**src/rtl/ep0_out_pkg.sv**
```systemverilog
package ep0_out_pkg;

   typedef enum logic [1:0] {
      HS_NONE  = 2'b00,
      HS_ACK   = 2'b01,
      HS_NAK   = 2'b10,
      HS_STALL = 2'b11
   } hs_e;

   // field positions shared by the register file and the checker
   localparam int POS_EN     = 31;
   localparam int POS_DIS    = 30;
   localparam int POS_SETNAK = 27;
   localparam int POS_CLRNAK = 26;
   localparam int POS_STALL  = 21;
   localparam int POS_SNOOP  = 20;
   localparam int POS_TYPE   = 18;
   localparam int POS_NAKST  = 17;
   localparam int MIN_REG_W  = 32;

   typedef struct packed {
      logic en;
      logic nak;
      logic stall;
      logic snoop;
   } ep_state_t;

endpackage

```
**src/rtl/ep0_out_csr.sv**
```systemverilog
module ep0_out_csr
   import ep0_out_pkg::*;
#(
   parameter int         REG_W   = 32,
   parameter logic [1:0] EP_TYPE = 2'b00
) (
   input  logic             clk,
   input  logic             rst_n,
   input  logic             reg_wr,
   input  logic [REG_W-1:0] reg_wdata,
   input  logic             setup_token,
   input  logic             setup_data,
   input  logic             xfer_done,
   input  logic             setup_done,
   output ep_state_t        state,
   output logic [REG_W-1:0] reg_rdata
);

   ep_state_t st_q, st_d;

   logic sw_set_nak, sw_clr_nak, hw_set_nak, hw_clr_en;

   assign sw_set_nak = reg_wr & reg_wdata[POS_SETNAK];
   assign sw_clr_nak = reg_wr & reg_wdata[POS_CLRNAK];
   assign hw_set_nak = xfer_done | setup_data;
   assign hw_clr_en  = xfer_done | setup_done;

   always_comb begin
      st_d = st_q;
      // enable: software may only set, completion events clear
      if (hw_clr_en)
         st_d.en = 1'b0;
      else if (reg_wr && reg_wdata[POS_EN])
         st_d.en = 1'b1;
      // NAK state: any set source wins over a clear
      if (sw_set_nak || hw_set_nak)
         st_d.nak = 1'b1;
      else if (sw_clr_nak)
         st_d.nak = 1'b0;
      // STALL: written value, SETUP token clears
      if (setup_token)
         st_d.stall = 1'b0;
      else if (reg_wr)
         st_d.stall = reg_wdata[POS_STALL];
      if (reg_wr)
         st_d.snoop = reg_wdata[POS_SNOOP];
   end

   always_ff @(posedge clk) begin
      if (!rst_n)
         st_q <= '0;
      else
         st_q <= st_d;
   end

   always_comb begin
      reg_rdata                       = '0;
      reg_rdata[POS_EN]               = st_q.en;
      reg_rdata[POS_STALL]            = st_q.stall;
      reg_rdata[POS_SNOOP]            = st_q.snoop;
      reg_rdata[POS_TYPE+1:POS_TYPE]  = EP_TYPE;
      reg_rdata[POS_NAKST]            = st_q.nak;
   end

   assign state = st_q;

endmodule

```
**src/rtl/ep0_out_hs.sv**
```systemverilog
module ep0_out_hs
   import ep0_out_pkg::*;
#(
   parameter bit HS_REG = 1'b1
) (
   input  logic      clk,
   input  logic      rst_n,
   input  ep_state_t state,
   input  logic      global_out_nak,
   input  logic      setup_data,
   input  logic      out_data,
   output logic      hs_valid,
   output hs_e       hs_code
);

   hs_e  pick;
   logic pkt;

   assign pkt = setup_data | out_data;

   always_comb begin
      pick = HS_NONE;
      if (setup_data)
         pick = HS_ACK;
      else if (out_data) begin
         if (state.stall)
            pick = HS_STALL;
         else if (state.nak || global_out_nak || !state.en)
            pick = HS_NAK;
         else
            pick = HS_ACK;
      end
   end

   generate
      if (HS_REG) begin : g_reg
         logic v_q;
         hs_e  c_q;
         always_ff @(posedge clk) begin
            if (!rst_n) begin
               v_q <= 1'b0;
               c_q <= HS_NONE;
            end else begin
               v_q <= pkt;
               c_q <= pick;
            end
         end
         assign hs_valid = v_q;
         assign hs_code  = c_q;
      end else begin : g_comb
         assign hs_valid = pkt;
         assign hs_code  = pick;
      end
   endgenerate

endmodule

```
**src/rtl/ep0_out_irq.sv**
```systemverilog
module ep0_out_irq #(
   parameter int N_EVT  = 2,
   parameter int STAGES = 2
) (
   input  logic             clk,
   input  logic             rst_n,
   input  logic [N_EVT-1:0] evt,
   output logic [N_EVT-1:0] irq
);

   logic [STAGES-1:0][N_EVT-1:0] pipe;

   always_ff @(posedge clk) begin
      if (!rst_n)
         pipe[0] <= '0;
      else
         pipe[0] <= evt;
   end

   generate
      for (genvar s = 1; s < STAGES; s++) begin : g_stage
         always_ff @(posedge clk) begin
            if (!rst_n)
               pipe[s] <= '0;
            else
               pipe[s] <= pipe[s-1];
         end
      end
   endgenerate

   assign irq = pipe[STAGES-1];

endmodule

```
**src/rtl/ep0_out_ctrl.sv**
```systemverilog
module ep0_out_ctrl
   import ep0_out_pkg::*;
#(
   parameter int REG_W      = 32,
   parameter bit HS_REG     = 1'b1,
   parameter int IRQ_STAGES = 2
) (
   input  logic             clk,
   input  logic             rst_n,
   input  logic             reg_wr,
   input  logic [REG_W-1:0] reg_wdata,
   output logic [REG_W-1:0] reg_rdata,
   input  logic             setup_token,
   input  logic             setup_data,
   input  logic             out_data,
   input  logic             xfer_done,
   input  logic             setup_done,
   input  logic             global_out_nak,
   output logic             hs_valid,
   output logic [1:0]       hs_code,
   output logic             irq_setup_done,
   output logic             irq_xfer_done,
   output logic             snoop_en
);

   localparam int N_EVT = 2;

   generate
      if (REG_W < MIN_REG_W) begin : g_bad_w
         $error("REG_W must hold all control fields");
      end
      if (IRQ_STAGES < 2) begin : g_bad_stg
         $error("IRQ_STAGES must be at least 2 so enable clears first");
      end
   endgenerate

   ep_state_t        state;
   hs_e              code;
   logic [N_EVT-1:0] evt, irq;

   ep0_out_csr #(.REG_W(REG_W), .EP_TYPE(2'b00)) u_csr (
      .clk         (clk),
      .rst_n       (rst_n),
      .reg_wr      (reg_wr),
      .reg_wdata   (reg_wdata),
      .setup_token (setup_token),
      .setup_data  (setup_data),
      .xfer_done   (xfer_done),
      .setup_done  (setup_done),
      .state       (state),
      .reg_rdata   (reg_rdata)
   );

   ep0_out_hs #(.HS_REG(HS_REG)) u_hs (
      .clk            (clk),
      .rst_n          (rst_n),
      .state          (state),
      .global_out_nak (global_out_nak),
      .setup_data     (setup_data),
      .out_data       (out_data),
      .hs_valid       (hs_valid),
      .hs_code        (code)
   );

   assign evt = {xfer_done, setup_done};

   ep0_out_irq #(.N_EVT(N_EVT), .STAGES(IRQ_STAGES)) u_irq (
      .clk   (clk),
      .rst_n (rst_n),
      .evt   (evt),
      .irq   (irq)
   );

   assign hs_code        = code;
   assign irq_setup_done = irq[0];
   assign irq_xfer_done  = irq[1];
   assign snoop_en       = state.snoop;

endmodule

```
**config.mk**
```make
export PLATFORM = sky130hd
export DESIGN_NAME = ep0_out_ctrl
export DESIGN_NICKNAME = d
export VERILOG_FILES = /design/src/rtl/ep0_out_pkg.sv /design/src/rtl/ep0_out_csr.sv /design/src/rtl/ep0_out_hs.sv /design/src/rtl/ep0_out_irq.sv /design/src/rtl/ep0_out_ctrl.sv
export SDC_FILE = /design/constraint.sdc
export NUM_CORES = 1
export LEC_CHECK = 0
export BUFFER_PORTS_ARGS = -buffer_cell sky130_fd_sc_hd__buf_2
export CAP_MARGIN = 5
export CORE_UTILIZATION = 32
export DETAILED_ROUTE_END_ITERATION = 16
export GPL_ROUTABILITY_DRIVEN = 0
export MAX_ROUTING_LAYER = met4
export PLACE_DENSITY = 0.83
export SLEW_MARGIN = 0
export SYNTH_ARGS = -nofsm -noshare
export SYNTH_HDL_FRONTEND = slang
export SYNTH_SLANG_ARGS = --single-unit
```
**constraint.sdc**
```tcl
create_clock -name clk -period 3 [get_ports clk]
set_input_delay 0 -clock clk [delete_from_list [all_inputs] [get_ports clk]]
set_output_delay 0 -clock clk [all_outputs]
set_load 0.01 [all_outputs]
```
* After elaboration in Yosys (flattened, before gate mapping) *
Cells that the tools add are included.

word-level totals
  bits of input ports = 41
  register bits after elaboration = 11
  output and inout bits = 38

operators by class
  mux-type cells = 6
  reductions and logical operators = 9
  bitwise operators = 7

operator list
  kind                number
  1-bit 2-to-1 mux    4
  2-bit 2-to-1 mux    2
  2-bit OR reduction  2
  1-bit logical OR    3
  1-bit OR            3
  3-bit OR reduction  1
  1-bit AND           2
  1-bit inverter      2
  2-bit nonzero test  1
  1-bit logical AND   1
  1-bit zero test     1

* Longest topological paths before layout *
  word-level depth = 6
  depth in mapped cells = 2
  depth with buffers taken out = 2

* By module *
A second synthesis with hierarchy kept.

unflattened totals
  cell total of the unflattened synthesis = 65
  area total of the unflattened synthesis = 629.4 um2

modules (own cells, without submodules)
  module       times used  area each (um2)  cells an instance  sequential area each (um2)
  ep0_out_csr  1           406.6            46                 80.1
  ep0_out_irq  1           120.1            10                 80.1
  ep0_out_hs   1           102.6            9                  60.1

* Worst setup path after synthesis *
OpenSTA, ideal clock, no wires.

  path kind = reg-to-reg
  start = register u_csr.st_q, in the netlist u_csr.reg_rdata[31]
  end = register u_hs.g_reg.c_q[1], in the netlist u_hs.hs_code[1]
  stages on the path, launching flop included = 3
  setup slack = 1.934 ns
  buffers on the path = 0
  arrival time = 0.948 ns
  period minus slack after synthesis = 1.066 ns
  data required time = 2.882 ns
  cells stage by stage = dfxtp_1 or3b_1 o2111a_1

between the ends
  word-level cells in the longest chain between the ends = 4

RTL lines
  item                      line               RTL
  start: declaration        ep0_out_csr.sv:19  ep_state_t st_q, st_d;
  start signal: assignment  ep0_out_csr.sv:53  st_q <= st_d;
  1-bit zero test           ep0_out_hs.sv:28   else if (state.nak || global_out_nak || !state.en)
  1-bit logical OR          ep0_out_hs.sv:28
  2-bit 2-to-1 mux          ep0_out_hs.sv:28
  2-bit 2-to-1 mux          ep0_out_hs.sv:26   if (state.stall)
  end signal: assignment    ep0_out_hs.sv:45   c_q <= pick;
  end: declaration          ep0_out_hs.sv:38   hs_e c_q;

No other way between the ends.
A chain may end at the register's enable or synchronous reset.

* Worst setup path in the final report *
  start = input port setup_done
  end = register u_csr.st_q, in the netlist u_csr.reg_rdata[31]

between the ends
  word-level cells in the longest chain between the ends = 2

RTL lines
  item                                 line                RTL
  start: declaration                   ep0_out_ctrl.sv:17  input logic setup_done,
  1-bit OR                             ep0_out_csr.sv:26   assign hw_clr_en = xfer_done | setup_done;
  2-bit OR reduction (no source line)  --

No other way between the ends.

==> flow_metrics.tcl <==
set metrics [dict create \
    fmax_mhz 743 \
    drc 0 \
    clock_latency_ns 0.26 \
    finalMaxSlewViolations 0 \
    antenna_found_initial 0 \
    port_buffers 23 \
    drv_cap 0 \
    dpl_cell_area_um2 611 \
    regArea_um2 220 \
    final_common_cell "conb_1" \
    grt_max_degree 11 \
    fin_area_um2 707 \
    h-tree-depth 1 \
    synth_top_area_share_pct 37.9 \
    start_util_pct 34.0 \
    worstPathArrival_ns 1.55 \
    grt_usage_pct 8.98 \
    synth_top_cell_by_area "dfxtp_1" \
    diodes 0 \
    tns_ns 0 \
    synth-seq-cells 11 \
    cts_tree "done" \
    wirelength_um 819 \
    synthCells 60 \
    grt_first_pass_wirelength_mm 1.19 \
    pre_cts_ws_ns 1.95 \
    p_per_area_mw_per_mm2 430 \
    dieArea_mm2 0.00199 \
    dpl.cell_count 106 \
    leakagePower_nw 0.381 \
    die_height_um 44.6 \
    yosys.area_share.xor_xnor_pct 0 \
    fillers 167 \
    drive_above_1_share_pct 28.3 \
    fp-row-count 15 \
    required_ns 3.20 \
    grt_overflow_total 0 \
    syn_area_um2 581 \
    clock_skew_ns 0.00101 \
    die_width_um 44.6 \
    synth_top_family_by_area "buffers and inverters" \
    post-route-period-util_pct 44.9 \
    ir_worst_vdd_mv 0.126 \
    cts_buffers 3 \
    wire_per_inst_um 7.00 \
    avgSynthCellArea_um2 9.68 \
    synth_area_leaders "dfxtp_1 38%, buf_4 38%, and2_1 4.3%" \
    hold_viol 0 \
    floorplan.core_area_mm2 0.00171 \
    synth_fa_ha_area_share_pct 0 \
    clock_sinks 11 \
    syn_to_final_growth_pct 21.8 \
    setup_viol 0 \
    ant_nets 0 \
    clk_pin_slew_ns 0.06 \
    fin_crit_ns 1.35 \
    cp-start-kind "primary input" \
    vias 414 \
    end_kind "flip-flop" \
    yosys.area_share.simple_pct 10.3 \
    via_per_inst 3.54 \
    status "finished, final reports clean" \
    ys_warn_count 0 \
    worstSetupPathType "in -> reg" \
    final_cell_mix "28 x conb_1, 23 x buf_2, 11 x dfxtp_1, 7 x dlygate4sd3_1, 4 x and2_1" \
    min_path_type "in -> reg" \
    synthMuxAreaShare_pct 3.45 \
    synth_compound_area_share_pct 9.48 \
    layout.cells.non_filler 117 \
    dpl.hpwl_um 605 \
    power.total_uw 304 \
    cts_buffer_depth 2 \
    synth_seq_area_share_pct 37.9 \
    multiInputGateArea_um2 240 \
    ys_types 16 \
    drt_iter0_markers 0 \
    dr.pass1.iters 1 \
    path_max_fanout 2 \
    fin_ws_ns 1.65 \
    ctsRootBufferMaster "clkbuf_4" \
    rsz0062_at_grt "false" \
    nets 134 \
    grt_pass1_vias 317 \
    io_pins 79 \
]
==> sequential cells by signal, indices dropped and copies added, names as in the netlist <==
name             count
u_csr.reg_rdata      4
u_hs.hs_code         2
u_hs.hs_valid        1
u_irq.irq            2
u_irq.pipe           2
==> stage by stage <==
step	hold WS, ns	utilization (%)
global route	0.0582	41.4
detailed placement	0.170	35.8
CTS	0.0366	41.4
floorplan	0.0761	-
finish	0.0410	41.4
global placement	0.166	35.8
==> final timing paths <==
kind | start | endpoint | slack, ns | depth (start not counted)
hold reg to reg | u_irq.pipe[1] | u_irq.irq[1] | 0.44 | 1
setup reg to reg | u_csr.reg_rdata[31] | u_csr.reg_rdata[31] | 1.72 | 3
hold / removal | rst_n | u_csr.reg_rdata[17] | 0.04 | 2
setup / recovery | setup_done | u_csr.reg_rdata[31] | 1.65 | 4
==> per-layer routing <==
layer  up-vias  routed length (um)  global-route usage, %
met4         0                   9                   10.9
met1       176                 311                   7.60
met3         2                  94                   1.22
li1        204                   -                      -
met5         -                   0                      -
met2        32                 403                   15.3
==> report_power, final <==
group	switching (mW)	total, mW	leakage [nW]	internal, mW
Combinational	0.0307	0.0531	0.275	0.0224
Clock	0.0434	0.0947	0.0150	0.0513
Sequential	0.00257	0.156	0.0910	0.153
==> final cells by class <==
type / instances / area share [%]
clock buffers: 4 / 3.72
repair buffers: 30 / 26.2
flip-flops and latches: 11 / 31.2
multi-input cells: 46 / 34.0
inverters: 1 / 0.531
well taps: 25 / 4.42
==> cells in the mapped netlist (all sizes together) <==
cell type,n
buf,29
dfxtp,11
and2,4
a21boi,2
mux2i,2
o21a,2
a211o,1
a21oi,1
conb,1
inv,1
nor2,1
nor2b,1
nor3b,1
nor4b,1
o2111a,1
or3b,1
==> worst max-delay path, cell delays in order <==
cell	delay, ns
dlygate4sd3_1	0.54
buf_2	0.13
nor4b_1	0.30
dlygate4sd3_1	0.59
==> cells by family (layout without fill, tap and decap cells) <==
family	count (synthesis)	after routing
AND/OR/NAND/NOR	9	9
buffers and inverters	30	35
multiplexers	2	2
other	1	28
AO/OA/AOI/OAI	7	7
flip-flops	11	11
==> timing repair <==
item                                   CTS  global route
setup endpoints to repair                0             0
resized for setup                        0             0
endpoints found under the hold margin    6             0
hold buffers                             7             0
setup buffers                            0             0
Power figures use the tool's default switching activity.
